==> config.mk <==
export PLATFORM = sky130hd
export DESIGN_NAME = ptc_top
export DESIGN_NICKNAME = d
export VERILOG_FILES = /design/src/rtl/ptc_pkg.sv /design/src/rtl/ptc_ctrl_reg.sv /design/src/rtl/ptc_prescaler.sv /design/src/rtl/ptc_counter.sv /design/src/rtl/ptc_top.sv
export SDC_FILE = /design/constraint.sdc
export NUM_CORES = 1
export LEC_CHECK = 0
export BUFFER_PORTS_ARGS = -buffer_cell sky130_fd_sc_hd__buf_2
export CAP_MARGIN = 15
export CORE_MARGIN = 2
export CORE_UTILIZATION = 55
export CTS_CLUSTER_SIZE = 28
export DETAILED_ROUTE_END_ITERATION = 10
export GPL_TIMING_DRIVEN = 0
export PLACE_DENSITY = 0.85
export SLEW_MARGIN = 0
export SYNTH_ARGS = -nofsm -noshare
export SYNTH_HDL_FRONTEND = slang
export SYNTH_SLANG_ARGS = --single-unit
export TNS_END_PERCENT = 100
==> constraint.sdc <==
create_clock -name clk -period 4.1 [get_ports clk]
set_clock_uncertainty 0.15 [all_clocks]
set_input_delay 0.82 -clock clk [delete_from_list [all_inputs] [get_ports clk]]
set_output_delay 0.82 -clock clk [all_outputs]
set_load 0.1 [all_outputs]
==> src/rtl/ptc_pkg.sv <==
package ptc_pkg;
  localparam int PTC_CNT_W    = 16;
  localparam int PTC_SEL_W    = 3;
  localparam int PTC_CTL_W    = 8;
  localparam int PTC_TOI_BIT  = 7;
  localparam int PTC_TCRE_BIT = 3;

  typedef struct packed {
    logic                 irq_en;
    logic                 mod_en;
    logic [PTC_SEL_W-1:0] psel;
  } ptc_ctl_t;
endpackage

==> src/rtl/ptc_ctrl_reg.sv <==
module ptc_ctrl_reg
  import ptc_pkg::*;
#(
  parameter int CTL_W = PTC_CTL_W,
  parameter int SEL_W = PTC_SEL_W
) (
  input  logic             clk,
  input  logic             rst_n,
  input  logic             wr,
  input  logic [CTL_W-1:0] wdata,
  output ptc_ctl_t         ctl,
  output logic [CTL_W-1:0] rdata
);
  ptc_ctl_t ctl_q, ctl_d;

  always_comb begin
    ctl_d = ctl_q;
    if (wr) begin
      ctl_d.irq_en = wdata[PTC_TOI_BIT];
      ctl_d.mod_en = wdata[PTC_TCRE_BIT];
      ctl_d.psel   = wdata[SEL_W-1:0];
    end
  end

  always_ff @(posedge clk or negedge rst_n) begin
    if (!rst_n) ctl_q <= '0;
    else if (wr) ctl_q <= ctl_d;
  end

  always_comb begin
    rdata               = '0;
    rdata[PTC_TOI_BIT]  = ctl_q.irq_en;
    rdata[PTC_TCRE_BIT] = ctl_q.mod_en;
    rdata[SEL_W-1:0]    = ctl_q.psel;
  end

  assign ctl = ctl_q;
endmodule

==> src/rtl/ptc_prescaler.sv <==
module ptc_prescaler
  import ptc_pkg::*;
#(
  parameter int SEL_W = PTC_SEL_W
) (
  input  logic             clk,
  input  logic             rst_n,
  input  logic             run,
  input  logic [SEL_W-1:0] sel_req,
  output logic             tick
);
  localparam int NCODE = 1 << SEL_W;
  localparam int PRE_W = NCODE - 1;

  logic [PRE_W-1:0] pre_q, pre_d;
  logic [SEL_W-1:0] act_q;
  logic             pre_zero;
  logic [NCODE-1:0] low_zero;

  assign pre_zero = (pre_q == '0);

  genvar g;
  generate
    for (g = 0; g < NCODE; g++) begin : g_code
      if (g == 0) begin : g_div1
        assign low_zero[g] = 1'b1;
      end else begin : g_divn
        assign low_zero[g] = ~|pre_q[g-1:0];
      end
    end
  endgenerate

  always_comb begin
    pre_d = pre_q + 1'b1;
    tick  = run & low_zero[act_q];
  end

  always_ff @(posedge clk or negedge rst_n) begin
    if (!rst_n) begin
      pre_q <= '0;
      act_q <= '0;
    end else begin
      if (run)      pre_q <= pre_d;
      if (pre_zero) act_q <= sel_req;
    end
  end
endmodule

==> src/rtl/ptc_counter.sv <==
module ptc_counter
  import ptc_pkg::*;
#(
  parameter int CNT_W = PTC_CNT_W
) (
  input  logic             clk,
  input  logic             rst_n,
  input  logic             tick,
  input  logic             mod_en,
  input  logic [CNT_W-1:0] cmp_val,
  input  logic             flag_clr,
  output logic [CNT_W-1:0] cnt,
  output logic             hit,
  output logic             flag
);
  logic [CNT_W-1:0] cnt_q, cnt_d;
  logic             flag_q, flag_d;
  logic             at_top, ovf_set;

  always_comb begin
    at_top  = &cnt_q;
    hit     = tick && (cnt_q == cmp_val);
    ovf_set = tick && at_top && !(hit && mod_en);
    cnt_d   = (hit && mod_en) ? '0 : cnt_q + 1'b1;
    if (ovf_set)       flag_d = 1'b1;
    else if (flag_clr) flag_d = 1'b0;
    else               flag_d = flag_q;
  end

  always_ff @(posedge clk or negedge rst_n) begin
    if (!rst_n) begin
      cnt_q  <= '0;
      flag_q <= 1'b0;
    end else begin
      if (tick) cnt_q <= cnt_d;
      flag_q <= flag_d;
    end
  end

  assign cnt  = cnt_q;
  assign flag = flag_q;
endmodule

==> src/rtl/ptc_top.sv <==
module ptc_top
  import ptc_pkg::*;
#(
  parameter int CNT_W = PTC_CNT_W,
  parameter int SEL_W = PTC_SEL_W,
  parameter int CTL_W = PTC_CTL_W
) (
  input  logic             clk,
  input  logic             rst_n,
  input  logic             tmr_en,
  input  logic             ctl_wr,
  input  logic [CTL_W-1:0] ctl_wdata,
  input  logic             ovf_clr_wr,
  input  logic             ovf_clr_data,
  input  logic [CNT_W-1:0] cmp_val,
  output logic [CTL_W-1:0] ctl_rdata,
  output logic [CNT_W-1:0] cnt_val,
  output logic             ovf_flag,
  output logic             irq,
  output logic             cmp_hit
);
  ptc_ctl_t ctl;
  logic     tick;
  logic     flag_clr;

  assign flag_clr = ovf_clr_wr & ovf_clr_data;

  ptc_ctrl_reg #(.CTL_W(CTL_W), .SEL_W(SEL_W)) u_ctl (
    .clk   (clk),
    .rst_n (rst_n),
    .wr    (ctl_wr),
    .wdata (ctl_wdata),
    .ctl   (ctl),
    .rdata (ctl_rdata)
  );

  ptc_prescaler #(.SEL_W(SEL_W)) u_pre (
    .clk     (clk),
    .rst_n   (rst_n),
    .run     (tmr_en),
    .sel_req (ctl.psel),
    .tick    (tick)
  );

  ptc_counter #(.CNT_W(CNT_W)) u_cnt (
    .clk      (clk),
    .rst_n    (rst_n),
    .tick     (tick),
    .mod_en   (ctl.mod_en),
    .cmp_val  (cmp_val),
    .flag_clr (flag_clr),
    .cnt      (cnt_val),
    .hit      (cmp_hit),
    .flag     (ovf_flag)
  );

  assign irq = ovf_flag & ctl.irq_en;
endmodule

Yosys cells after proc, flatten, opt, wreduce, memory -nomap -nowiden
Index checks and enable logic that the tools add are counted.
{"block": "word_totals", "in_bits": 30, "word_cells": 40, "ff_bits": 32, "output_inout_bits": 27}
{"block": "classes", "n_eq_ne": 1, "bitwise_logic": 3, "reduce_logical": 21, "n_addsub": 2, "n_lt_le_gt_ge": 1, "n_mux": 5}
{"operator": "adder 16 x 1 -> 16 bit (second input constant)", "n": 1}
{"operator": "equality test 16 bit", "n": 1}
{"operator": "2-to-1 mux 16 bit", "n": 1}
{"operator": "AND reduction 16 bit", "n": 1}
{"operator": "logical NOT 1 bit", "n": 8}
{"operator": "adder 7 x 1 -> 7 bit (second input constant)", "n": 1}
{"operator": "logical NOT 7 bit", "n": 1}
{"operator": "OR reduction 7 bit", "n": 1}
{"operator": "OR reduction 6 bit", "n": 1}
{"operator": "OR reduction 5 bit", "n": 1}
{"operator": "logical AND 1 bit", "n": 4}
{"operator": "less-than comparator 3 x 4 -> 1 bit (second input constant)", "n": 1}
{"operator": "OR reduction 4 bit", "n": 1}
{"operator": "AND 1 bit", "n": 3}
{"operator": "binary-select mux 1 bit (select 3 bit)", "n": 1}
{"operator": "2-to-1 mux 1 bit", "n": 3}
{"operator": "OR reduction 3 bit", "n": 1}
{"operator": "nonzero test 2 bit", "n": 1}
{"operator": "OR reduction 2 bit", "n": 1}

Logic depth before layout (Yosys ltp)
Gate-level depths: netlist of the first run.
{"block": "depth", "word_depth": 10, "ltp_mapped": 8, "mapped_depth_nobuf": 7}

Cells and area by module
A second synthesis of the first run with hierarchy kept.
{"block": "unflattened", "hier_cells": 174, "area_unflattened_um2": 1825.5}
{"module": "ptc_counter", "seq_area_each_um2": 425.4, "area_each_um2": 1059.8, "instances": 1, "cells_per_inst": 109}
{"module": "ptc_prescaler", "seq_area_each_um2": 250.2, "area_each_um2": 508.0, "instances": 1, "cells_per_inst": 44}
{"module": "ptc_ctrl_reg", "seq_area_each_um2": 125.1, "area_each_um2": 245.2, "instances": 1, "cells_per_inst": 19}
{"module": "ptc_top", "seq_area_each_um2": 0.0, "area_each_um2": 12.5, "instances": 1, "cells_per_inst": 2}

Worst setup path before layout of the first run
OpenSTA, ideal clock, no wires.
{"block": "synth_path", "path_type": "register -> output", "from": "register u_cnt.cnt_q[11] (netlist: u_cnt.cnt[11])", "to": "output port cmp_hit", "t_arrival_ps": 3806, "t_required_ps": 3130, "path_slack_ps": -676, "path_buffers": 1, "path_stages_with_launch": 6, "cell_sequence": "dfrtp_1 -> clkbuf_1 -> xor2_1 -> nor4_1 -> nand4_1 -> nor3_1"}
{"block": "synth_between", "elab_chain_len": 2}
{"item": "start, declared", "line_no": "ptc_counter.sv:16", "source": "logic [CNT_W-1:0] cnt_q, cnt_d;"}
{"item": "start signal, assigned", "line_no": "ptc_counter.sv:35", "source": "if (tick) cnt_q <= cnt_d;"}
{"item": "equality test 16 bit", "line_no": "ptc_counter.sv:22", "source": "hit = tick && (cnt_q == cmp_val);"}
{"item": "logical AND 1 bit", "line_no": "ptc_counter.sv:22"}
{"item": "end, declared", "line_no": "ptc_top.sv:20", "source": "output logic cmp_hit"}
Every way passes these cells.

Worst setup path in the final report of the first run
{"block": "layout_path", "from": "register u_pre.pre_q[0]", "to": "output port cmp_hit"}
{"block": "layout_between", "elab_cells_between_ends": 17, "cone_classes": "2 x mux; 1 x bitwise; 14 x reduce/logical"}
{"item": "start, declared", "line_no": "ptc_prescaler.sv:15", "source": "logic [PRE_W-1:0] pre_q, pre_d;"}
{"item": "start signal, assigned", "line_no": "ptc_prescaler.sv:43", "source": "if (run) pre_q <= pre_d;"}
{"item": "logical NOT 1 bit", "line_no": "ptc_prescaler.sv:28", "source": "assign low_zero[g] = ~|pre_q[g-1:0];"}
{"item": "named net u_pre.low_zero[1]", "line_no": "ptc_prescaler.sv:18", "source": "logic [NCODE-1:0] low_zero;"}
{"item": "binary-select mux 1 bit (select 3 bit)", "line_no": "ptc_prescaler.sv:35", "source": "tick = run & low_zero[act_q];"}
{"item": "2-to-1 mux 1 bit (implied by the code)", "line_no": "ptc_prescaler.sv:35"}
{"item": "AND 1 bit", "line_no": "ptc_prescaler.sv:35"}
{"item": "logical AND 1 bit", "line_no": "ptc_counter.sv:22"}
The timed path passes the listed nets, and every way through them passes these cells. The select of a mux whose other input is x is not followed.

==> results of run 1 <==
==> layout by cell type (no fill, tap or decap), types with 3 or more instances in the layout <==
master,Yosys,layout
sky130_fd_sc_hd__clkbuf_1,3,4
sky130_fd_sc_hd__buf_2,2,51
sky130_fd_sc_hd__xor2_1,19,19
sky130_fd_sc_hd__dfrtp_1,32,32
sky130_fd_sc_hd__o21ai_0,10,10
sky130_fd_sc_hd__a21oi_1,12,12
sky130_fd_sc_hd__o31ai_1,6,6
sky130_fd_sc_hd__inv_1,9,9
sky130_fd_sc_hd__nand3_1,6,6
sky130_fd_sc_hd__or4_1,5,5
sky130_fd_sc_hd__buf_4,5,5
sky130_fd_sc_hd__clkbuf_4,0,5
sky130_fd_sc_hd__or3_1,7,7
sky130_fd_sc_hd__mux2_2,7,7
sky130_fd_sc_hd__nor4_1,4,4
sky130_fd_sc_hd__nor2_1,7,7
sky130_fd_sc_hd__conb_1,1,3
sky130_fd_sc_hd__nand2_1,11,11
sky130_fd_sc_hd__ha_1,3,3
sky130_fd_sc_hd__xnor2_1,6,6
sky130_fd_sc_hd__nand4_1,7,7
==> power by group through the flow <==
| stage | clock (W) | combinational (W) | sequential (W) |
|---|---|---|---|
| after CTS | 0.000165 | 0.000665 | 0.000517 |
| after floorplan | 0 | 0.000292 | 0.000753 |
| after global placement | 0 | 0.000649 | 0.000520 |
| after global routing | 0.000182 | 0.000713 | 0.000536 |
| final | 0.000160 | 0.000661 | 0.000519 |
| after detailed placement | 0 | 0.000662 | 0.000523 |
==> area by class of cell <==
class | count | area [µm²]
Clock buffer | 6 | 41.3
Timing Repair Buffer | 49 | 245
Multi-Input combinational cell | 136 | 988
Inverter | 9 | 33.8
Buffer | 10 | 58.8
Fill cell | 287 | 1080
Tap cell | 46 | 57.6
Sequential cell | 32 | 801
Clock inverter | 1 | 5.00
==> flip-flops by register name (all words and copies together) (netlist names) <==
| signal | count |
|---|---|
| u_pre.pre_q | 7 |
| u_cnt.cnt | 16 |
| u_cnt.flag | 1 |
| u_ctl.ctl | 5 |
| u_pre.act_q | 3 |
==> metrics by stage <==
step,cells,setup WS (ps),area [µm²]
6_report,289,431,2230
5_1_grt,289,158,2230
4_1_cts,289,402,2230
3_5_place_dp,282,785,2180
3_3_place_gp,282,833,2180
2_1_floorplan,187,171,1880
==> synthesized netlist by cell type <==
| master | instances |
|---|---|
| sky130_fd_sc_hd__o21ai_0 | 10 |
| sky130_fd_sc_hd__nand2b_1 | 2 |
| sky130_fd_sc_hd__a2111oi_4 | 1 |
| sky130_fd_sc_hd__buf_4 | 5 |
| sky130_fd_sc_hd__a31o_2 | 1 |
| sky130_fd_sc_hd__a2111oi_0 | 1 |
| sky130_fd_sc_hd__a211oi_2 | 1 |
| sky130_fd_sc_hd__and3_1 | 2 |
| sky130_fd_sc_hd__inv_1 | 9 |
| sky130_fd_sc_hd__ha_1 | 3 |
| sky130_fd_sc_hd__nor4_1 | 4 |
| sky130_fd_sc_hd__nand4_2 | 1 |
| sky130_fd_sc_hd__or3_1 | 7 |
| sky130_fd_sc_hd__or4_4 | 1 |
| sky130_fd_sc_hd__conb_1 | 1 |
| sky130_fd_sc_hd__nand4_1 | 7 |
| sky130_fd_sc_hd__nor3_1 | 1 |
| sky130_fd_sc_hd__o32ai_2 | 1 |
| sky130_fd_sc_hd__buf_2 | 2 |
| sky130_fd_sc_hd__mux2_2 | 7 |
| sky130_fd_sc_hd__or4_1 | 5 |
| sky130_fd_sc_hd__a21oi_1 | 12 |
| sky130_fd_sc_hd__clkbuf_1 | 3 |
| sky130_fd_sc_hd__and2_1 | 2 |
| sky130_fd_sc_hd__nand3_1 | 6 |
| sky130_fd_sc_hd__a21boi_1 | 1 |
| sky130_fd_sc_hd__xnor2_1 | 6 |
| sky130_fd_sc_hd__o41ai_1 | 1 |
| sky130_fd_sc_hd__nor4b_4 | 1 |
| sky130_fd_sc_hd__xor2_1 | 19 |
| sky130_fd_sc_hd__nand2_1 | 11 |
| sky130_fd_sc_hd__a21o_1 | 1 |
| sky130_fd_sc_hd__nor2_1 | 7 |
| sky130_fd_sc_hd__or2_2 | 1 |
| sky130_fd_sc_hd__o31ai_1 | 6 |
| sky130_fd_sc_hd__mux2i_1 | 1 |
| sky130_fd_sc_hd__nor3b_2 | 1 |
| sky130_fd_sc_hd__a211o_1 | 1 |
| sky130_fd_sc_hd__dfrtp_1 | 32 |
| sky130_fd_sc_hd__and3b_1 | 1 |
==> worst max-delay path, cell delays in order (launching register included) <==
cell and delay, ps:
sky130_fd_sc_hd__dfrtp_1 440, sky130_fd_sc_hd__inv_1 80, sky130_fd_sc_hd__ha_1 170, sky130_fd_sc_hd__nor3b_2 260
sky130_fd_sc_hd__nand4_2 250, sky130_fd_sc_hd__a21o_1 310, sky130_fd_sc_hd__clkbuf_1 240, sky130_fd_sc_hd__nor3_2 180
sky130_fd_sc_hd__buf_2 440
==> routing by layer <==
layer  vias to the layer above  GRT usage [%]  share of wire [%]
li1                        780              -                  -
met3                         9           4.35                4.4
met2                        46           36.5                 48
met1                       739           29.1                 45
met4                         0           9.72                2.1
met5                         -              0                  0
==> final timing paths <==
kind                       slack [ps]                        from                          to  depth (start not counted)
max in group asynchronous        2960                       rst_n    u_ctl.ctl[2]$_DFFE_PN0P_                          1
max reg2reg                      1460  u_pre.pre_q[0]$_DFFE_PN0P_    u_cnt.cnt[7]$_DFFE_PN0P_                          8
min                               360  u_pre.pre_q[5]$_DFFE_PN0P_  u_pre.pre_q[5]$_DFFE_PN0P_                          1
min in group asynchronous         390                       rst_n  u_pre.pre_q[3]$_DFFE_PN0P_                          1
min reg2reg                       360  u_pre.pre_q[5]$_DFFE_PN0P_  u_pre.pre_q[5]$_DFFE_PN0P_                          1
max                               430  u_pre.pre_q[0]$_DFFE_PN0P_                     cmp_hit                          8
==> kinds of logic after synthesis <==
| group | after synthesis | synth area share (%) |
|---|---|---|
| compound gates | 37 | 14.0 |
| xor+xnor | 25 | 11.7 |
| fa+ha+maj | 3 | 2.01 |
| buf+inv | 19 | 4.95 |
| flops | 32 | 42.8 |
| mux | 8 | 4.75 |
| other cells | 1 | 0.201 |
| simple gates | 60 | 19.5 |
==> run metrics, run 1 <==
share of post-route cells with drive strength above 1=between 30 and 40%; Die X-Extent=just over 60 µm; gpl congestion=between 0.8 and 0.9; DR vias=between 1.5k and 2k; number of sinks handled by clock tree synthesis=32; power per cell area=roughly 600 mW/mm²; total iterations of the first detailed-routing run=4; area of the die=0.00388 mm²; Setup Fix Bufs, Post-CTS=0; required time at the worst-slack endpoint=around 3100 ps; Routed WL=4000 µm; core occupancy in the finished layout=67.4%; result of the run=finished clean; antenna violations before repair=0; classification of the worst setup path=reg -> out; flops & latches, synth=32; via density per instance=5.45; setup violators final=0; combinational group share of total power=49.3%; TritonCTS buffer count=5; global routing usage summed across all routing layers=around 22%; area of the core=around 0.0033 mm²; final worst path period need=3670 ps; gate count after technology mapping=~190; final antenna-violating net count=0; Clk network pwr share=about an eighth; Root Buffer Master=sky130_fd_sc_hd__clkbuf_4; class of the most critical hold timing path=reg -> reg; top area cells in the synthesized netlist=sky130_fd_sc_hd__dfrtp_1 43%, sky130_fd_sc_hd__xor2_1 8.9%, sky130_fd_sc_hd__mux2_2 4.2%; final antenna diode count=0; Max clock buf depth=2; CTS tree=done; P_sw=about 0.0007 W; I/O pin cnt=57; share of the clock period used by the worst path=between 80% and 90%; worst vdd rail ir drop=around 0.66 mV; clock-pin transition on the worst setup and hold timing paths=90 ps; number of gates given a new drive strength after cts=0; fraction of power consumed by sequential logic=38.7%; critical-path maximum fanout=10; maximum achievable frequency=273 MHz; Slew Limit Headroom=between 50% and 60%; Data arrival, critical path=2700 ps; global-route wire length before repair=6940 µm; max-cap viol count=0; post-DR wirelength/cell=13.8 µm; source-to-sink clock delay at the later pin of the worst-skew pair=~320 ps; row cnt=21; hold slack final=around 360 ps; final HPWL from detailed placement=3020 µm; P_leak=about 1.0 nW; total of buffers placed on input and output ports=approximately 50; post-synth cell types=40; Remaining DRCs=0; residual overflow from global routing=0; internal power=between 0.0006 and 0.0007 W; vias in the first global route=~1.5k; Cell Area, Synth=roughly 0.0019 mm²; Final Total Pwr=around 0.0013 W; per-instance average area after synthesis=slightly above 10 µm²; pin count of the biggest net entering global routing=33; switching fraction of total power=a little over half; fraction of synthesized cell area taken by the top area cell type=a little over two fifths; area growth from synthesis to final layout=19.3%; YS warnings=0; nets=between 200 and 300; hold buffers post-CTS=0; Total Negative Setup Slacks=0 ps; detailed router's first-iteration violation count=around 130; effective utilization at floorplan=about 56%; Die Y-Extent=62.3 µm; kind of end point of the critical path=output port; slew at the pin closest to its max-slew limit=between 700 and 800 ps; setup repair after global routing missed its margin=false; final hold vios=0; level count of the clock H-tree=2; number of pins with negative max-slew slack in the final report=0; largest area contributor in the netlist=sky130_fd_sc_hd__dfrtp_1; Startpoint Class=register; post-synthesis sequential area ratio=a little over two fifths
No activity file was read; power rests on OpenSTA's default activity.
==> run 2: changes to the inputs <==
- CORE_UTILIZATION: 55 -> 51
- clock period: 4.1 -> 3.4 ns (I/O delays scaled with it)
==> run metrics, run 2 (synthesis gave the netlist of run 1 again) <==
DR vias=~1.6k; required time at the worst-slack endpoint=2570 ps; internal power=around 0.00089 W; detailed router's first-iteration violation count=~130; source-to-sink clock delay at the later pin of the worst-skew pair=about 340 ps; combinational group share of total power=a little under half; number of pins with negative max-slew slack in the final report=0; sum of buffers and inverters on the critical path=2; global-route wire length before repair=roughly 6600 µm; worst vdd rail ir drop=between 0.4 and 0.5 mV; capture instance of the worst register-to-register path=u_cnt.cnt[5]$_DFFE_PN0P_; worst reg-to-reg setup slack=~640 ps; setup repair after global routing missed its margin=false; P_leak=about 1.1 nW; clock-pin transition on the worst setup and hold timing paths=about 100 ps; combined area of the multi-input logic cells=approximately 1000 µm²; pin count of the biggest net entering global routing=33; cell type of the slowest stage on the worst timing path=sky130_fd_sc_hd__dfrtp_1; max FFs per register=16; row cnt=21; effective utilization at floorplan=between 50% and 60%; Setup Fix Bufs, Post-CTS=0; Startpoint Class=register; commonest non-fill, non-tap cell in the layout=sky130_fd_sc_hd__buf_2; fraction of power consumed by sequential logic=a little over a third; share of post-route cells with drive strength above 1=around 35%; kind of end point of the critical path=output port; area of the die=roughly 0.0042 mm²; slew at the pin closest to its max-slew limit=between 600 and 700 ps; Reg2Reg Launch Point=u_pre.pre_q[0]$_DFFE_PN0P_; Clk network pwr share=roughly 19%; Remaining DRCs=0; post-DR wirelength/cell=between 10 and 15 µm; Routed WL=~4100 µm; class of the most critical hold timing path=in -> async; final antenna-violating net count=0; final HPWL from detailed placement=approximately 3100 µm; TritonCTS buffer count=5; P_sw=between 0.0008 and 0.0009 W; top library cells by usage in the layout, fill and taps aside=50 x sky130_fd_sc_hd__buf_2, 31 x sky130_fd_sc_hd__dfrtp_1, 19 x sky130_fd_sc_hd__xor2_1; antenna violations before repair=0; area growth from synthesis to final layout=22.8%; area of the core=around 0.0034 mm²; CP cell instances=inv_1 > ha_1 > nor3b_2 > nand4_2 > a21o_2 > nor3_4 > buf_6; nets=between 200 and 300; critical-path maximum fanout=14; CTS tree=done; Root Buffer Master=sky130_fd_sc_hd__clkbuf_4; residual overflow from global routing=0; total of buffers placed on input and output ports=49; max-cap viol count=0; via density per instance=5.45; classification of the worst setup path=reg -> out; total iterations of the first detailed-routing run=4; Reg area=802 µm²; final worst path period need=between 3000 and 4000 ps; Placement Setup Slack=approximately 220 ps; Data arrival, critical path=~2400 ps; Slew Limit Headroom=a little over half; Die X-Extent=approximately 65 µm; family of cells with the greatest summed delay on the critical path=simple AND/OR/NAND/NOR gates; vias in the first global route=between 1k and 1.5k; setup violators final=0; R2R depth=8; Max clock buf depth=2; gpl congestion=roughly 0.87; maximum achievable frequency=just over 300 MHz; power per cell area=between 700 and 800 mW/mm²; final hold vios=0; worst stage delay on the critical path=about 440 ps; final antenna diode count=0; setup ws final=roughly 190 ps; hold buffers post-CTS=0; switching fraction of total power=between 40 and 50%; count of fill cells added during filler insertion=277; global routing usage summed across all routing layers=approximately a fifth; Total Negative Setup Slacks=0 ps; Die Y-Extent=64.5 µm; share of the clock period used by the worst path=about 94%; result of the run=finished clean; level count of the clock H-tree=2; number of sinks handled by clock tree synthesis=32; I/O pin cnt=57
-- run 2: metrics by stage --
step	hold slack (ps)	power (W)	cell area (µm²)	utilization, %	cells
2_1_floorplan	234	0.00127	1890	-	187
3_3_place_gp	320	0.00142	2190	64.2	282
3_5_place_dp	335	0.00144	2190	64.2	282
4_1_cts	243	0.00177	2290	67.1	289
5_1_grt	244	0.00186	2290	67.2	289
6_report	219	0.00176	2290	67.2	289
-- run 2: power by group through the flow --
stage	Combinational, W	Clock [W]	Sequential [W]
after floorplan	0.000357	0	0.000908
after global placement	0.000789	0	0.000627
after detailed placement	0.000807	0	0.000634
after CTS	0.000809	0.000331	0.000627
after global routing	0.000867	0.000353	0.000643
final	0.000809	0.000327	0.000628
-- run 2: worst reg2reg max path: cells and delay by family (launching register included) --
| kind | cells | cell delay, ps |
|---|---|---|
| AOI/OAI and AO/OA | 2 | 430 |
| adders and majority gates | 1 | 180 |
| buffers and inverters | 2 | 360 |
| DFF | 1 | 440 |
| and+or+nand+nor | 3 | 1060 |
-- run 2: worst max-delay path by stage --
stage	startpoint	endpoint	slack, ps	cells after the start
after floorplan	u_cnt.cnt[8]$_DFFE_PN0P_	cmp_hit	90	4
after global placement	u_pre.pre_q[0]$_DFFE_PN0P_	cmp_hit	270	8
after detailed placement	u_pre.pre_q[0]$_DFFE_PN0P_	cmp_hit	220	8
after CTS	u_pre.pre_q[0]$_DFFE_PN0P_	cmp_hit	120	7
after global routing	u_pre.pre_q[0]$_DFFE_PN0P_	cmp_hit	20	7
final	u_pre.pre_q[0]$_DFFE_PN0P_	cmp_hit	190	7
-- run 2: final cells by class --
cell class	count	share of cell area, %
clock buffers	7	2.84
well taps	46	2.51
clock inverters	1	1.31
flip-flops and latches	32	35.0
inverters	9	1.47
multi-input cells	136	43.6
plain buffers	9	2.40
repair buffers	49	11.0
-- run 2: repair_timing --
action | 4_1_cts | 5_1_grt
resized for setup | 3 | 1
cloned | 0 | 0
setup endpoints to repair | 1 | 1
pin swaps | 1 | 0
-- run 2: layer usage --
metal | GRT usage [%] | up-vias | share of wire [%] | routed length (µm)
li1 | - | 773 | - | -
met1 | 27.4 | 745 | 46 | 1880
met2 | 33.1 | 52 | 48 | 1990
met3 | 5.90 | 4 | 5.0 | 207
met4 | 5.05 | 0 | 0.88 | 36
met5 | 0 | - | 0 | 0
